--- config.mk ---
export PLATFORM = sky130hd
export DESIGN_NAME = osc_clock_ctrl
export DESIGN_NICKNAME = d
export VERILOG_FILES = /design/src/rtl/ckc_pkg.sv /design/src/rtl/ckc_wake.sv /design/src/rtl/ckc_seq.sv /design/src/rtl/ckc_div.sv /design/src/rtl/osc_clock_ctrl.sv
export SDC_FILE = /design/constraint.sdc
export NUM_CORES = 1
export LEC_CHECK = 0
export ABC_AREA = 1
export BUFFER_PORTS_ARGS = -buffer_cell sky130_fd_sc_hd__buf_4
export CAP_MARGIN = 20
export CORE_ASPECT_RATIO = 1.75
export CORE_MARGIN = 5
export CORE_UTILIZATION = 45
export DETAILED_ROUTE_END_ITERATION = 8
export GPL_ROUTABILITY_DRIVEN = 1
export PLACE_DENSITY = 0.69
export SETUP_SLACK_MARGIN = 0.02
export SLEW_MARGIN = 20
export SYNTH_ARGS = -nofsm -noshare
export SYNTH_HDL_FRONTEND = slang
export SYNTH_HIERARCHICAL = 1
export SYNTH_SLANG_ARGS = --single-unit
--- constraint.sdc ---
create_clock -name osc_i -period 1.8 [get_ports osc_i]
set_clock_uncertainty 0.05 [all_clocks]
set_input_delay 0.45 -clock osc_i [delete_from_list [all_inputs] [get_ports osc_i]]
set_output_delay 0.45 -clock osc_i [all_outputs]
set_load 0.03 [all_outputs]
--- src/rtl/ckc_pkg.sv ---
`timescale 1ns/1ps
package ckc_pkg;
  typedef enum logic [1:0] {
    ST_RUN  = 2'd0,
    ST_HALT = 2'd1,
    ST_WAIT = 2'd2
  } ckc_state_e;

  localparam logic [3:0] MR_INIT = 4'b1000;
  localparam int         SEL_BIT = 3;
endpackage

--- src/rtl/ckc_wake.sv ---
`timescale 1ns/1ps
module ckc_wake #(
  parameter int N_GRP  = 4,
  parameter int GRP_W  = 2,
  parameter int N_WPIN = 2,
  localparam int N_KEY = N_GRP * GRP_W
) (
  input  logic              clk_i,
  input  logic              rst_ni,
  input  logic [N_KEY-1:0]  key_i,
  input  logic [N_GRP-1:0]  key_en_i,
  input  logic [N_WPIN-1:0] wk_pin_i,
  input  logic [N_WPIN-1:0] wk_lvl_i,
  output logic              wake_o
);
  logic [N_KEY-1:0]  key_q;
  logic [N_GRP-1:0]  grp_fall;
  logic [N_WPIN-1:0] lvl_hit;

  // pull-up idle level: reset to all ones so release cannot look like an edge
  always_ff @(posedge clk_i or negedge rst_ni) begin
    if (!rst_ni) key_q <= '1;
    else         key_q <= key_i;
  end

  for (genvar g = 0; g < N_GRP; g++) begin : g_grp
    assign grp_fall[g] = |(key_q[g*GRP_W +: GRP_W] & ~key_i[g*GRP_W +: GRP_W]);
  end

  assign lvl_hit = ~(wk_pin_i ^ wk_lvl_i);
  assign wake_o  = (|(grp_fall & key_en_i)) | (|lvl_hit);
endmodule

--- src/rtl/ckc_seq.sv ---
`timescale 1ns/1ps
module ckc_seq
  import ckc_pkg::*;
#(
  parameter int WAIT_CYC = 256,
  localparam int CW = (WAIT_CYC > 2) ? $clog2(WAIT_CYC) : 1
) (
  input  logic       clk_i,
  input  logic       rst_ni,
  input  logic       pof_i,
  input  logic       wake_i,
  output ckc_state_e state_o
);
  localparam logic [CW-1:0] LAST = CW'(WAIT_CYC - 1);

  ckc_state_e    state_q;
  logic [CW-1:0] cnt_q;

  always_ff @(posedge clk_i or negedge rst_ni) begin
    if (!rst_ni) begin
      state_q <= ST_WAIT;
      cnt_q   <= '0;
    end else begin
      unique case (state_q)
        ST_RUN:  if (pof_i) state_q <= ST_HALT;
        ST_HALT: if (wake_i) begin
          state_q <= ST_WAIT;
          cnt_q   <= '0;
        end
        ST_WAIT: begin
          if (cnt_q == LAST) state_q <= ST_RUN;
          else               cnt_q   <= cnt_q + 1'b1;
        end
        default: state_q <= ST_RUN;
      endcase
    end
  end

  assign state_o = state_q;

  AST_POF_HALTS: assert property (@(posedge clk_i) disable iff (!rst_ni)
    (state_q == ST_RUN && pof_i) |=> (state_q == ST_HALT));
  AST_WAKE_LEAVES: assert property (@(posedge clk_i) disable iff (!rst_ni)
    (state_q == ST_HALT && wake_i) |=> (state_q == ST_WAIT && cnt_q == '0));
  AST_RUN_AFTER_WAIT: assert property (@(posedge clk_i) disable iff (!rst_ni)
    (state_q == ST_RUN && $past(state_q) != ST_RUN)
      |-> ($past(state_q) == ST_WAIT && $past(cnt_q) == LAST));
endmodule

--- src/rtl/ckc_div.sv ---
`timescale 1ns/1ps
module ckc_div (
  input  logic clk_i,
  input  logic rst_ni,
  input  logic run_i,
  input  logic sel_i,
  output logic sys_tick_o,
  output logic instr_tick_o
);
  logic       ph_q;
  logic       act_sel_q;
  logic [1:0] cnt3_q;
  logic       sys_tick;

  assign sys_tick     = run_i & (~act_sel_q | ph_q);
  assign sys_tick_o   = sys_tick;
  assign instr_tick_o = sys_tick & (cnt3_q == 2'd2);

  always_ff @(posedge clk_i or negedge rst_ni) begin
    if (!rst_ni) begin
      ph_q      <= 1'b0;
      act_sel_q <= 1'b1;
      cnt3_q    <= '0;
    end else if (!run_i) begin
      ph_q      <= 1'b0;
      act_sel_q <= sel_i;
      cnt3_q    <= '0;
    end else begin
      ph_q <= ~ph_q;
      // speed select follows only at the close of a /2 period
      if (ph_q) act_sel_q <= sel_i;
      if (sys_tick) cnt3_q <= (cnt3_q == 2'd2) ? 2'd0 : cnt3_q + 2'd1;
    end
  end

  AST_SEL_AT_BOUNDARY: assert property (@(posedge clk_i) disable iff (!rst_ni)
    (run_i && $past(run_i) && act_sel_q != $past(act_sel_q)) |-> $past(ph_q));
  AST_SLOW_NO_ADJACENT: assert property (@(posedge clk_i) disable iff (!rst_ni)
    (run_i && $past(run_i) && act_sel_q && $past(act_sel_q) && sys_tick)
      |-> !$past(sys_tick));
  AST_INSTR_IN_SYS: assert property (@(posedge clk_i) disable iff (!rst_ni)
    instr_tick_o |-> sys_tick);
  AST_CNT3_RANGE: assert property (@(posedge clk_i) disable iff (!rst_ni)
    cnt3_q != 2'd3);
endmodule

--- src/rtl/osc_clock_ctrl.sv ---
`timescale 1ns/1ps
module osc_clock_ctrl
  import ckc_pkg::*;
#(
  parameter int WAIT_CYC = 256,
  parameter int N_GRP    = 4,
  parameter int GRP_W    = 2,
  parameter int N_WPIN   = 2,
  localparam int N_KEY   = N_GRP * GRP_W
) (
  input  logic              osc_i,
  input  logic              rst_ni,
  input  logic              reg_we_i,
  input  logic [3:0]        reg_wdata_i,
  output logic [3:0]        reg_rdata_o,
  input  logic              pof_i,
  input  logic [N_KEY-1:0]  key_i,
  input  logic [N_GRP-1:0]  key_en_i,
  input  logic [N_WPIN-1:0] wk_pin_i,
  input  logic [N_WPIN-1:0] wk_lvl_i,
  output logic              sys_tick_o,
  output logic              instr_tick_o,
  output logic              clk_ready_o,
  output logic              halted_o
);
  ckc_state_e state;
  logic       wake;
  logic [3:0] mr_q;
  logic       run;

  assign run         = (state == ST_RUN);
  assign clk_ready_o = run;
  assign halted_o    = (state == ST_HALT);
  assign reg_rdata_o = mr_q;

  always_ff @(posedge osc_i or negedge rst_ni) begin
    if (!rst_ni)                mr_q <= MR_INIT;
    else if (state == ST_HALT)  mr_q <= MR_INIT;
    else if (reg_we_i)          mr_q <= reg_wdata_i;
  end

  ckc_wake #(.N_GRP(N_GRP), .GRP_W(GRP_W), .N_WPIN(N_WPIN)) u_wake (
    .clk_i    (osc_i),
    .rst_ni   (rst_ni),
    .key_i    (key_i),
    .key_en_i (key_en_i),
    .wk_pin_i (wk_pin_i),
    .wk_lvl_i (wk_lvl_i),
    .wake_o   (wake)
  );

  ckc_seq #(.WAIT_CYC(WAIT_CYC)) u_seq (
    .clk_i   (osc_i),
    .rst_ni  (rst_ni),
    .pof_i   (pof_i),
    .wake_i  (wake),
    .state_o (state)
  );

  ckc_div u_div (
    .clk_i        (osc_i),
    .rst_ni       (rst_ni),
    .run_i        (run),
    .sel_i        (mr_q[SEL_BIT]),
    .sys_tick_o   (sys_tick_o),
    .instr_tick_o (instr_tick_o)
  );

  AST_HALT_MR_HELD: assert property (@(posedge osc_i) disable iff (!rst_ni)
    (halted_o && $past(halted_o)) |-> (mr_q == MR_INIT));
  AST_HALT_QUIET: assert property (@(posedge osc_i) disable iff (!rst_ni)
    !run |-> (!sys_tick_o && !instr_tick_o));
endmodule

==> reports/metrics.csv, run 1 <==
stage,metric,value,unit
clock_network,H-tree level count,1,
placement,RePlAce Congestion,0.804,
flow_run,Max Cap Violations,0,
worst_setup_path,CP startpoint kind,flop,
sta,Max Clk Rate,581,MHz
floorplanning,Die H,82.4,microns
global_routing,Overall Global Routing Usage,0.146,
clock_network,Max Root-Sink Buffers,2,
floorplanning,FP Rows,26,
worst_setup_path,max incr delay on CP,0.57,ns
clock_network,"Clk Latency, worst-skew pair",0.26,ns
clock_network,# clock sinks,26,
final_layout,final core area utilization,0.581,
min_path,worst min path class,primary input to async pin,
floorplanning,Core ar.,2900,sq um
clock_network,Clock transition at path regs,0.08,ns
clock_network,root cell of the clock tree,clkbuf_8,
floorplanning,Die ar.,4230,sq um
drt,WL final,2.86,mm
power,Switching Power,973,uW
drt,DR top layer,met4,
placement,Final HPWL DP,2.27,mm
placement,DP Area,1620,sq um
drt,drt first pass iters,4,
worst_setup_path,Crit Path Class,flop to output pin,
synthesis,Mapped Area,1350,sq um
synthesis,Mapped Nets,189,
power,logic gate share of total power,0.465,
final_layout,fill count,266,
sta,Hold WS,0.0321,ns
floorplanning,Die W,51.3,microns
worst_setup_path,critical-path cell list,nand2_1 > nand2_2 > nor2_2 > buf_4,
drt,vias,1139,
clock_network,"Hold-fix buffers, CTS",0,
sta,part of the cycle the worst path needs,0.956,
placement,Port Buffers,31,
placement,Setup WS pre-CTS,0.206,ns
power,Clock power frac,0.141,
global_routing,initial antenna violation count,0,
power,Max VDD drop,0.836,mV
final_layout,share of layout cells above drive strength 1,0.348,
sta,Worst Max-Slew Pin Slew,0.327,ns
global_routing,first-pass GRT wire length,4.80,mm
run_status,status,"complete, no violations",
final_layout,synthesis-to-layout area growth,25.0,%
sta,Final Setup Violations,0,
synthesis,synthesized flop and latch total,26,
drt,met2 routed WL,1.69,mm
floorplanning,initial core utilization,0.465,
final_layout,antenna cells,0,
drt,met1 WL,1.03,mm
global_routing,vias in the first global route,1183,
power,leak pwr,0.000879,uW
worst_setup_path,"Req. time, crit path",1.30,ns
drt,Final ANT Viol Nets,0,
power,Power Internal,1320,uW
power,sequential share of power,0.394,
synthesis,Yosys Warn Count,6,
power,Sw Ratio,0.425,
drt,drt wl/cell,12.5,microns
synthesis,Cells after Synth,164,
synthesis,Avg Synthesized Cell Area,8.21,sq um
sta,final number of hold-violating endpoints,0,
final_layout,"commonest non-fill, non-tap cell in the layout",nand2_1,
drt,drt via density,4.97,
sta,Slew Limit Fails,0,
synthesis,Yosys cell types,28,
synthesis,"Seq/Total Area, Yosys",0.493,
sta,Setup TNS,0,ns
final_layout,Finished Cell Area,1680,sq um
clock_network,cts bufs inserted,3,
sta,RSZ-0062 raised after global routing,false,
power,pwr dens,1360,nW/um^2
final_layout,storage element area,664,sq um
final_layout,multi-input logic area,593,sq um
worst_setup_path,crit end category,output pin,
drt,initial drt markers,27,
global_routing,largest net degree at the start of global routing,27,
worst_setup_path,CP Max Fanout,3,
worst_setup_path,slowest CP cell,dfstp_2,
global_routing,grt total ovfl,0,
floorplanning,Ports,32,
final_layout,fin nets,227,
clock_network,CTS tree,done,
drt,drt drc,0,
final_layout,most frequent cells in the layout,"nand2_1 (49), buf_4 (34), inv_1 (20)",
drt,wire length on met3,91,microns
worst_setup_path,worst path arrival time,1.22,ns
sta,Slew Limit Headroom,0.782,
sta,minimum clock period,1.72,ns
sta,Setup WS post-layout,0.0783,ns
## through the flow
step	instances	power (uW)
floorplan	164	1620
global placement	223	1880
detailed placement	223	1930
CTS	227	2280
global route	229	2470
finish	229	2290
## critical path, delay by kind of cell (launching register included)
kind / cells / cell delay [ns]
buf+inv: 1 / 0.16
flops: 1 / 0.57
simple gates: 3 / 0.24
## sequential cells by signal (all words and copies together), names as in the netlist
signal	flops
u_seq/cnt_q	8
u_wake/key_q	8
u_div/ph_q	1
u_seq/state_o	2
reg_rdata_o	4
u_div/act_sel_q	1
u_div/cnt3_q	2
## cell usage after synthesis, drive strengths merged
master  instances  area share
a21oi           2       0.010
a211oi          1      0.0056
buf             1      0.0084
or2             1      0.0046
dfrtp          15        0.28
inv            24       0.067
nor3            1      0.0037
nor2           22       0.086
nand3b          1      0.0056
nand2          56        0.17
nand4           3       0.014
nand3          14       0.059
a21boi          3       0.017
ha              1      0.0093
o21ai           5       0.021
dfstp          11        0.21
xor2            3       0.020
## metal layers
layer / GRT usage / vias up
met5: 0 / -
met4: 0.0630 / 0
met2: 0.291 / 23
met3: 0.0180 / 4
met1: 0.147 / 534
li1: - / 578
## power groups by stage
stage	Sequential (uW)	Clock (uW)	Combinational [uW]
after floorplan	963	0	652
after global placement	895	0	990
after detailed placement	908	0	1030
after CTS	905	344	1030
after global routing	927	363	1180
final	903	324	1070
## logic make-up (layout without fill, tap and decap cells)
family	count (synthesis)	in the layout	share of synthesized area
AND/OR/NAND/NOR	98	98	0.349
flip-flops	26	26	0.493
buffers and inverters	25	62	0.0753
AO/OA/AOI/OAI	11	11	0.0539
XOR/XNOR	3	3	0.0195
adder cells (fa/ha/maj)	1	1	0.00929
## final cells by class
cell class	count	area share
clock buffer	4	0.0268
inverter	24	0.0535
multi-input combinational	113	0.352
sequential	26	0.395
tap	28	0.0208
timing repair buffer	34	0.152
## timing repair
action,in CTS,in global routing
gates resized for setup,1,1
setup endpoints to repair,1,2
setup buffers,0,2
## path summary, 6_finish.rpt
path,cells after the start,slack [ns],start,endpoint
setup / recovery,4,0.08,u_div/act_sel_q,instr_tick_o
hold / removal,1,0.03,rst_ni,u_div/cnt3_q[1]
setup reg to reg,8,0.29,u_wake/key_q[7],u_seq/cnt_q[3]
hold reg to reg,1,0.43,u_div/ph_q,u_div/ph_q
max in group asynchronous,1,1.37,rst_ni,u_div/act_sel_q
min in group osc_i,1,0.25,key_i[7],u_wake/key_q[7]
Power figures use the tool's default switching activity.
==> run 2: changes to the inputs <==
--- a/config.mk
+++ b/config.mk
@@ -13,6 +13,7 @@
 export CORE_UTILIZATION = 45
 export DETAILED_ROUTE_END_ITERATION = 8
 export GPL_ROUTABILITY_DRIVEN = 1
+export MAX_ROUTING_LAYER = met4
 export PLACE_DENSITY = 0.69
 export SETUP_SLACK_MARGIN = 0.02
 export SLEW_MARGIN = 20
==> reports/metrics.csv, run 2 (same netlist as run 1, synthesis figures left out) <==
stage,metric,value,unit,change
placement,RePlAce Congestion,0.815,,+1.5%
placement,Port Buffers,31,,unchanged
power,leak pwr,0.000879,uW,unchanged
sta,Slew Limit Headroom,0.782,,unchanged
global_routing,initial antenna violation count,0,,unchanged
worst_setup_path,worst path arrival time,1.22,ns,about the same
worst_setup_path,critical-path cell list,nand2_1 > nand2_2 > nor2_2 > buf_4,,
clock_network,"Clk Latency, worst-skew pair",0.26,ns,about the same
sta,Max Clk Rate,581,MHz,about the same
floorplanning,Core ar.,2900,sq um,unchanged
clock_network,# clock sinks,26,,unchanged
final_layout,antenna cells,0,,unchanged
drt,vias,1139,,unchanged
global_routing,vias in the first global route,1183,,unchanged
global_routing,Overall Global Routing Usage,0.150,,+0.00406
worst_setup_path,reg2reg start,u_wake/key_q[7],,
drt,initial drt markers,30,,+11%
clock_network,CTS tree,done,,
power,pwr dens,1360,nW/um^2,unchanged
min_path,worst min path class,primary input to async pin,,
worst_setup_path,"Req. time, crit path",1.30,ns,about the same
clock_network,Clock transition at path regs,0.08,ns,about the same
placement,Final HPWL DP,2.27,mm,unchanged
power,"Power, Total",2290,uW,unchanged
worst_setup_path,r2r worst-path depth,8,,unchanged
final_layout,"commonest non-fill, non-tap cell in the layout",nand2_1,,
floorplanning,Die ar.,4230,sq um,unchanged
sta,final number of hold-violating endpoints,0,,unchanged
placement,dpl cells,223,,unchanged
drt,drt first pass iters,4,,unchanged
final_layout,share of layout cells above drive strength 1,0.348,,unchanged
sta,RSZ-0062 raised after global routing,false,,
worst_setup_path,crit end category,output pin,,
floorplanning,FP Rows,26,,unchanged
worst_setup_path,slowest CP cell,dfstp_2,,
worst_setup_path,Critical path origin,u_div/act_sel_q,,
sta,Final Setup Violations,0,,unchanged
final_layout,synthesis-to-layout area growth,25.0,%,unchanged
sta,minimum clock period,1.72,ns,-0.00000670 ns
sta,Setup TNS,0,ns,unchanged
worst_setup_path,Crit Path Class,flop to output pin,,
clock_network,root cell of the clock tree,clkbuf_8,,
final_layout,most frequent cells in the layout,"nand2_1 (49), buf_4 (34), inv_1 (20)",,
clock_network,Max Root-Sink Buffers,2,,unchanged
global_routing,first-pass GRT wire length,4.79,mm,-0.15%
clock_network,cts bufs inserted,3,,unchanged
placement,Setup WS pre-CTS,0.206,ns,unchanged
sta,Worst Max-Slew Pin Slew,0.327,ns,unchanged
flow_run,Max Cap Violations,0,,unchanged
floorplanning,Ports,32,,unchanged
floorplanning,Die H,82.4,microns,unchanged
worst_setup_path,critical path capture point,instr_tick_o,,
worst_setup_path,r2r setup slk,0.29,ns,about the same
worst_setup_path,R2R Path End,u_seq/cnt_q[3],,
drt,drt wl/cell,12.5,microns,unchanged
floorplanning,Die W,51.3,microns,unchanged
sta,Slew Limit Fails,0,,unchanged
sta,Setup WS post-layout,0.0783,ns,+0.00000670 ns
worst_setup_path,CP startpoint kind,flop,,
worst_setup_path,CP Max Fanout,3,,unchanged
worst_setup_path,max incr delay on CP,0.57,ns,about the same
drt,drt via density,4.97,,unchanged
final_layout,final core area utilization,0.581,,unchanged
sta,part of the cycle the worst path needs,0.956,,about the same
final_layout,fin nets,227,,unchanged
drt,Final ANT Viol Nets,0,,unchanged
global_routing,grt total ovfl,0,,unchanged
power,Max VDD drop,0.836,mV,unchanged
run_status,status,"complete, no violations",,
floorplanning,initial core utilization,0.465,,unchanged
clock_network,H-tree level count,1,,unchanged
global_routing,largest net degree at the start of global routing,27,,unchanged
final_layout,fin cells,229,,unchanged
drt,drt drc,0,,unchanged
drt,WL final,2.86,mm,unchanged
run 2: cell counts in the layout (fill, tap and decap cells not counted):
No cell type changed its count.
run 2: worst max-delay path, delay by kind of cell (launching register included):
kind	cells	cell delay, ns
flip-flops	1	0.57
AND/OR/NAND/NOR	3	0.24
buffers and inverters	1	0.16
run 2: timing repair:
item,CTS,global route
gates resized for setup,1,1
hold buffers,0,0
hold endpoints to repair,0,0
setup endpoints to repair,1,2
buffers inserted,0,2
run 2: per-layer routing:
metal | vias to the layer above | track usage | share of wire
met2 | 23 | 0.291 | 0.59
met3 | 4 | 0.0180 | 0.032
met4 | 0 | 0.0630 | 0.014
li1 | 578 | - | -
met5 | - | - | 0
met1 | 534 | 0.147 | 0.36
run 2: worst min path at each step:
stage	end	slack, ns	depth (start not counted)	from
CTS	u_div/ph_q	0.03	1	rst_ni
global placement	u_div/cnt3_q[1]	0.32	1	rst_ni
global route	u_seq/cnt_q[1]	0.05	1	rst_ni
floorplan	reg_rdata_o[0]	0.10	0	rst_ni
detailed placement	u_div/cnt3_q[0]	0.33	1	rst_ni
finish	u_div/cnt3_q[1]	0.03	1	rst_ni
run 2: layout make-up:
class,count,area (sq um)
Multi-Input combinational cell,113,593
Sequential cell,26,664
Clock buffer,4,45.0
Tap cell,28,35.0
Timing Repair Buffer,34,255
Inverter,24,90.1
Fill cell,266,1210
run 2: power breakdown:
group | switching, uW | internal [uW] | total, uW
Clock | 166 | 158 | 324
Combinational | 665 | 401 | 1070
Sequential | 142 | 761 | 903
run 2: per-stage QoR:
stage                     hold slack [ns]  area, sq um
final                              0.0321         1680
after global routing               0.0479         1680
after CTS                          0.0346         1670
after detailed placement            0.328         1620
after global placement              0.325         1620
after floorplan                     0.104         1350
==> run 3: changes to the inputs <==
==> constraint.sdc (replaced) <==
create_clock -name osc_i -period 1.8 [get_ports osc_i]
set_clock_uncertainty 0.05 [all_clocks]
set_input_delay 0.27 -clock osc_i [delete_from_list [all_inputs] [get_ports osc_i]]
set_output_delay 0.27 -clock osc_i [all_outputs]
set_load 0.03 [all_outputs]
==> reports/metrics.csv, run 3 (same netlist as run 1, synthesis figures left out) <==
stage,metric,value,unit,change
clock_network,Max Root-Sink Buffers,2,,unchanged
sta,Setup TNS,0,ns,unchanged
final_layout,antenna cells,0,,unchanged
worst_setup_path,"Req. time, crit path",1.48,ns,+0.18 ns
worst_setup_path,Crit Path Class,flop to output pin,,
power,sequential share of power,0.387,,-0.007
min_path,worst min path class,primary input to flop,,
placement,dpl cells,223,,unchanged
clock_network,# clock sinks,26,,unchanged
clock_network,root cell of the clock tree,clkbuf_8,,
final_layout,fill count,274,,+3.0%
run_status,status,"complete, no violations",,
sta,Final Setup Violations,0,,unchanged
global_routing,initial antenna violation count,0,,unchanged
drt,drt drc,0,,unchanged
worst_setup_path,Critical path origin,u_seq/state_o[0],,
power,Switching Power,937,uW,-3.8%
floorplanning,Die ar.,4230,sq um,unchanged
final_layout,most frequent cells in the layout,"nand2_1 (50), buf_4 (32), inv_1 (20)",,
final_layout,fin cells,228,,-0.44%
worst_setup_path,worst path arrival time,1.31,ns,+0.09 ns
power,Max VDD drop,0.710,mV,-15%
sta,Slew Limit Headroom,0.784,,+0.00246
clock_network,post-CTS sizing,0,,-1
clock_network,CTS tree,done,,
clock_network,Post-CTS Setup Inserts,0,,unchanged
worst_setup_path,critical-path cell list,nor2_2 > nand2_1 > nor2_1 > buf_4,,
final_layout,Finished Cell Area,1690,sq um,+0.37%
worst_setup_path,slowest CP cell,dfrtp_1,,
sta,Hold WS,0.0594,ns,+0.0274 ns
sta,final number of hold-violating endpoints,0,,unchanged
worst_setup_path,max incr delay on CP,0.40,ns,-0.17 ns
global_routing,vias in the first global route,1206,,+1.9%
sta,minimum clock period,1.63,ns,-0.0878 ns
flow_run,Max Cap Violations,0,,unchanged
power,pwr dens,1360,nW/um^2,+0.17%
global_routing,largest net degree at the start of global routing,27,,unchanged
placement,RePlAce Congestion,0.831,,+1.9%
power,logic gate share of total power,0.431,,-0.034
global_routing,grt total ovfl,0,,unchanged
clock_network,Clock transition at path regs,0.09,ns,about the same
drt,drt first pass iters,4,,unchanged
floorplanning,Core ar.,2900,sq um,unchanged
drt,drt via density,5.07,,+1.9%
power,leak pwr,0.000883,uW,+0.49%
final_layout,share of layout cells above drive strength 1,0.335,,-0.0133
min_path,Worst Hold Launch,key_i[6],,
clock_network,"Hold-fix buffers, CTS",1,,+1
floorplanning,Ports,32,,unchanged
worst_setup_path,CP startpoint kind,flop,,
global_routing,first-pass GRT wire length,4.73,mm,-1.3%
drt,vias,1156,,+1.5%
drt,WL final,2.63,mm,-7.9%
floorplanning,initial core utilization,0.465,,unchanged
worst_setup_path,critical path's top delay family,simple AND/OR/NAND/NOR gates,,
sta,Slew Limit Fails,0,,unchanged
placement,Setup WS pre-CTS,0.303,ns,+0.0963 ns
floorplanning,Die W,51.3,microns,unchanged
sta,Setup WS post-layout,0.166,ns,+0.0878 ns
power,Sw Ratio,0.406,,-0.0181
placement,DP Area,1610,sq um,-0.15%
placement,Port Buffers,31,,unchanged
sta,RSZ-0062 raised after global routing,false,,
clock_network,cts bufs inserted,3,,unchanged
final_layout,synthesis-to-layout area growth,25.5,%,
clock_network,"Clk Latency, worst-skew pair",0.27,ns,about the same
final_layout,"commonest non-fill, non-tap cell in the layout",nand2_1,,
clock_network,H-tree level count,1,,unchanged
placement,Final HPWL DP,2.10,mm,-7.5%
worst_setup_path,CP Max Fanout,7,,+4
worst_setup_path,crit end category,output pin,,
power,Power Internal,1370,uW,+3.7%
global_routing,Overall Global Routing Usage,0.149,,-0.000561
drt,Final ANT Viol Nets,0,,unchanged
final_layout,fin nets,226,,-0.44%
floorplanning,Die H,82.4,microns,unchanged
drt,initial drt markers,29,,-3.3%
sta,Max Clk Rate,612,MHz,+5.4%
sta,part of the cycle the worst path needs,0.908,,-0.0488
power,Clock power frac,0.182,,+0.041
sta,Worst Max-Slew Pin Slew,0.323,ns,-0.00369 ns
floorplanning,FP Rows,26,,unchanged
worst_setup_path,CP bufs+invs,1,,unchanged
drt,drt wl/cell,11.5,microns,-7.5%
worst_setup_path,reg2reg start,u_wake/key_q[4],,
==> run 3: cell types whose count changed in the layout (fill, tap and decap cells not counted), sizes merged <==
cell and delta:
dlygate4sd3 +1, buf -2
==> run 3: worst paths after layout <==
| kind | endpoint | slack, ns | cells after the start |
|---|---|---|---|
| max | instr_tick_o | 0.17 | 4 |
| min | u_wake/key_q[6] | 0.06 | 1 |
| max reg2reg | u_seq/cnt_q[3] | 0.29 | 10 |
| min in group asynchronous | u_div/cnt3_q[0] | 0.39 | 2 |
| max in group asynchronous | reg_rdata_o[3] | 1.02 | 2 |
| min reg2reg | u_div/ph_q | 0.44 | 1 |
==> run 3: area by class of cell <==
cell class,instances,area (sq um),area share
tap,28,35.0,0.0207
multi-input combinational,113,583,0.345
clock buffer,4,66.3,0.0393
sequential,26,664,0.393
inverter,24,90.1,0.0533
timing repair buffer,33,250,0.148
==> run 3: worst reg2reg max path: stages, from the launching register on <==
cell	delay, ns
dfstp_2	0.53
nand2_1	0.06
nand2_1	0.06
nand2_1	0.05
nand2_1	0.06
nor2_1	0.04
nand2_1	0.09
nand3b_1	0.13
nand3_2	0.17
nand2_1	0.10
o21ai_1	0.07
==> run 3: metrics by stage <==
step,total power [uW],utilization
3_3_place_gp,1870,0.557
2_1_floorplan,1610,-
6_report,2300,0.583
3_5_place_dp,1910,0.557
5_1_grt,2500,0.583
4_1_cts,2340,0.583
==> run 3: per-layer routing <==
metal  up-vias  part of all wire  GRT usage  routed length [microns]
li1        583                 -          -                        -
met1       551              0.36      0.151                      953
met2        18              0.58      0.284                     1540
met3         4             0.033     0.0126                       88
met4         0             0.019     0.0709                       51
met5         -                 0          -                        0
==> run 3: power groups by stage <==
stage	logic (uW)	clock network, uW	registers, uW
5_1_grt	1120	456	921
2_1_floorplan	648	0	963
3_3_place_gp	974	0	897
3_5_place_dp	1000	0	905
6_report	993	420	892
4_1_cts	1010	436	894
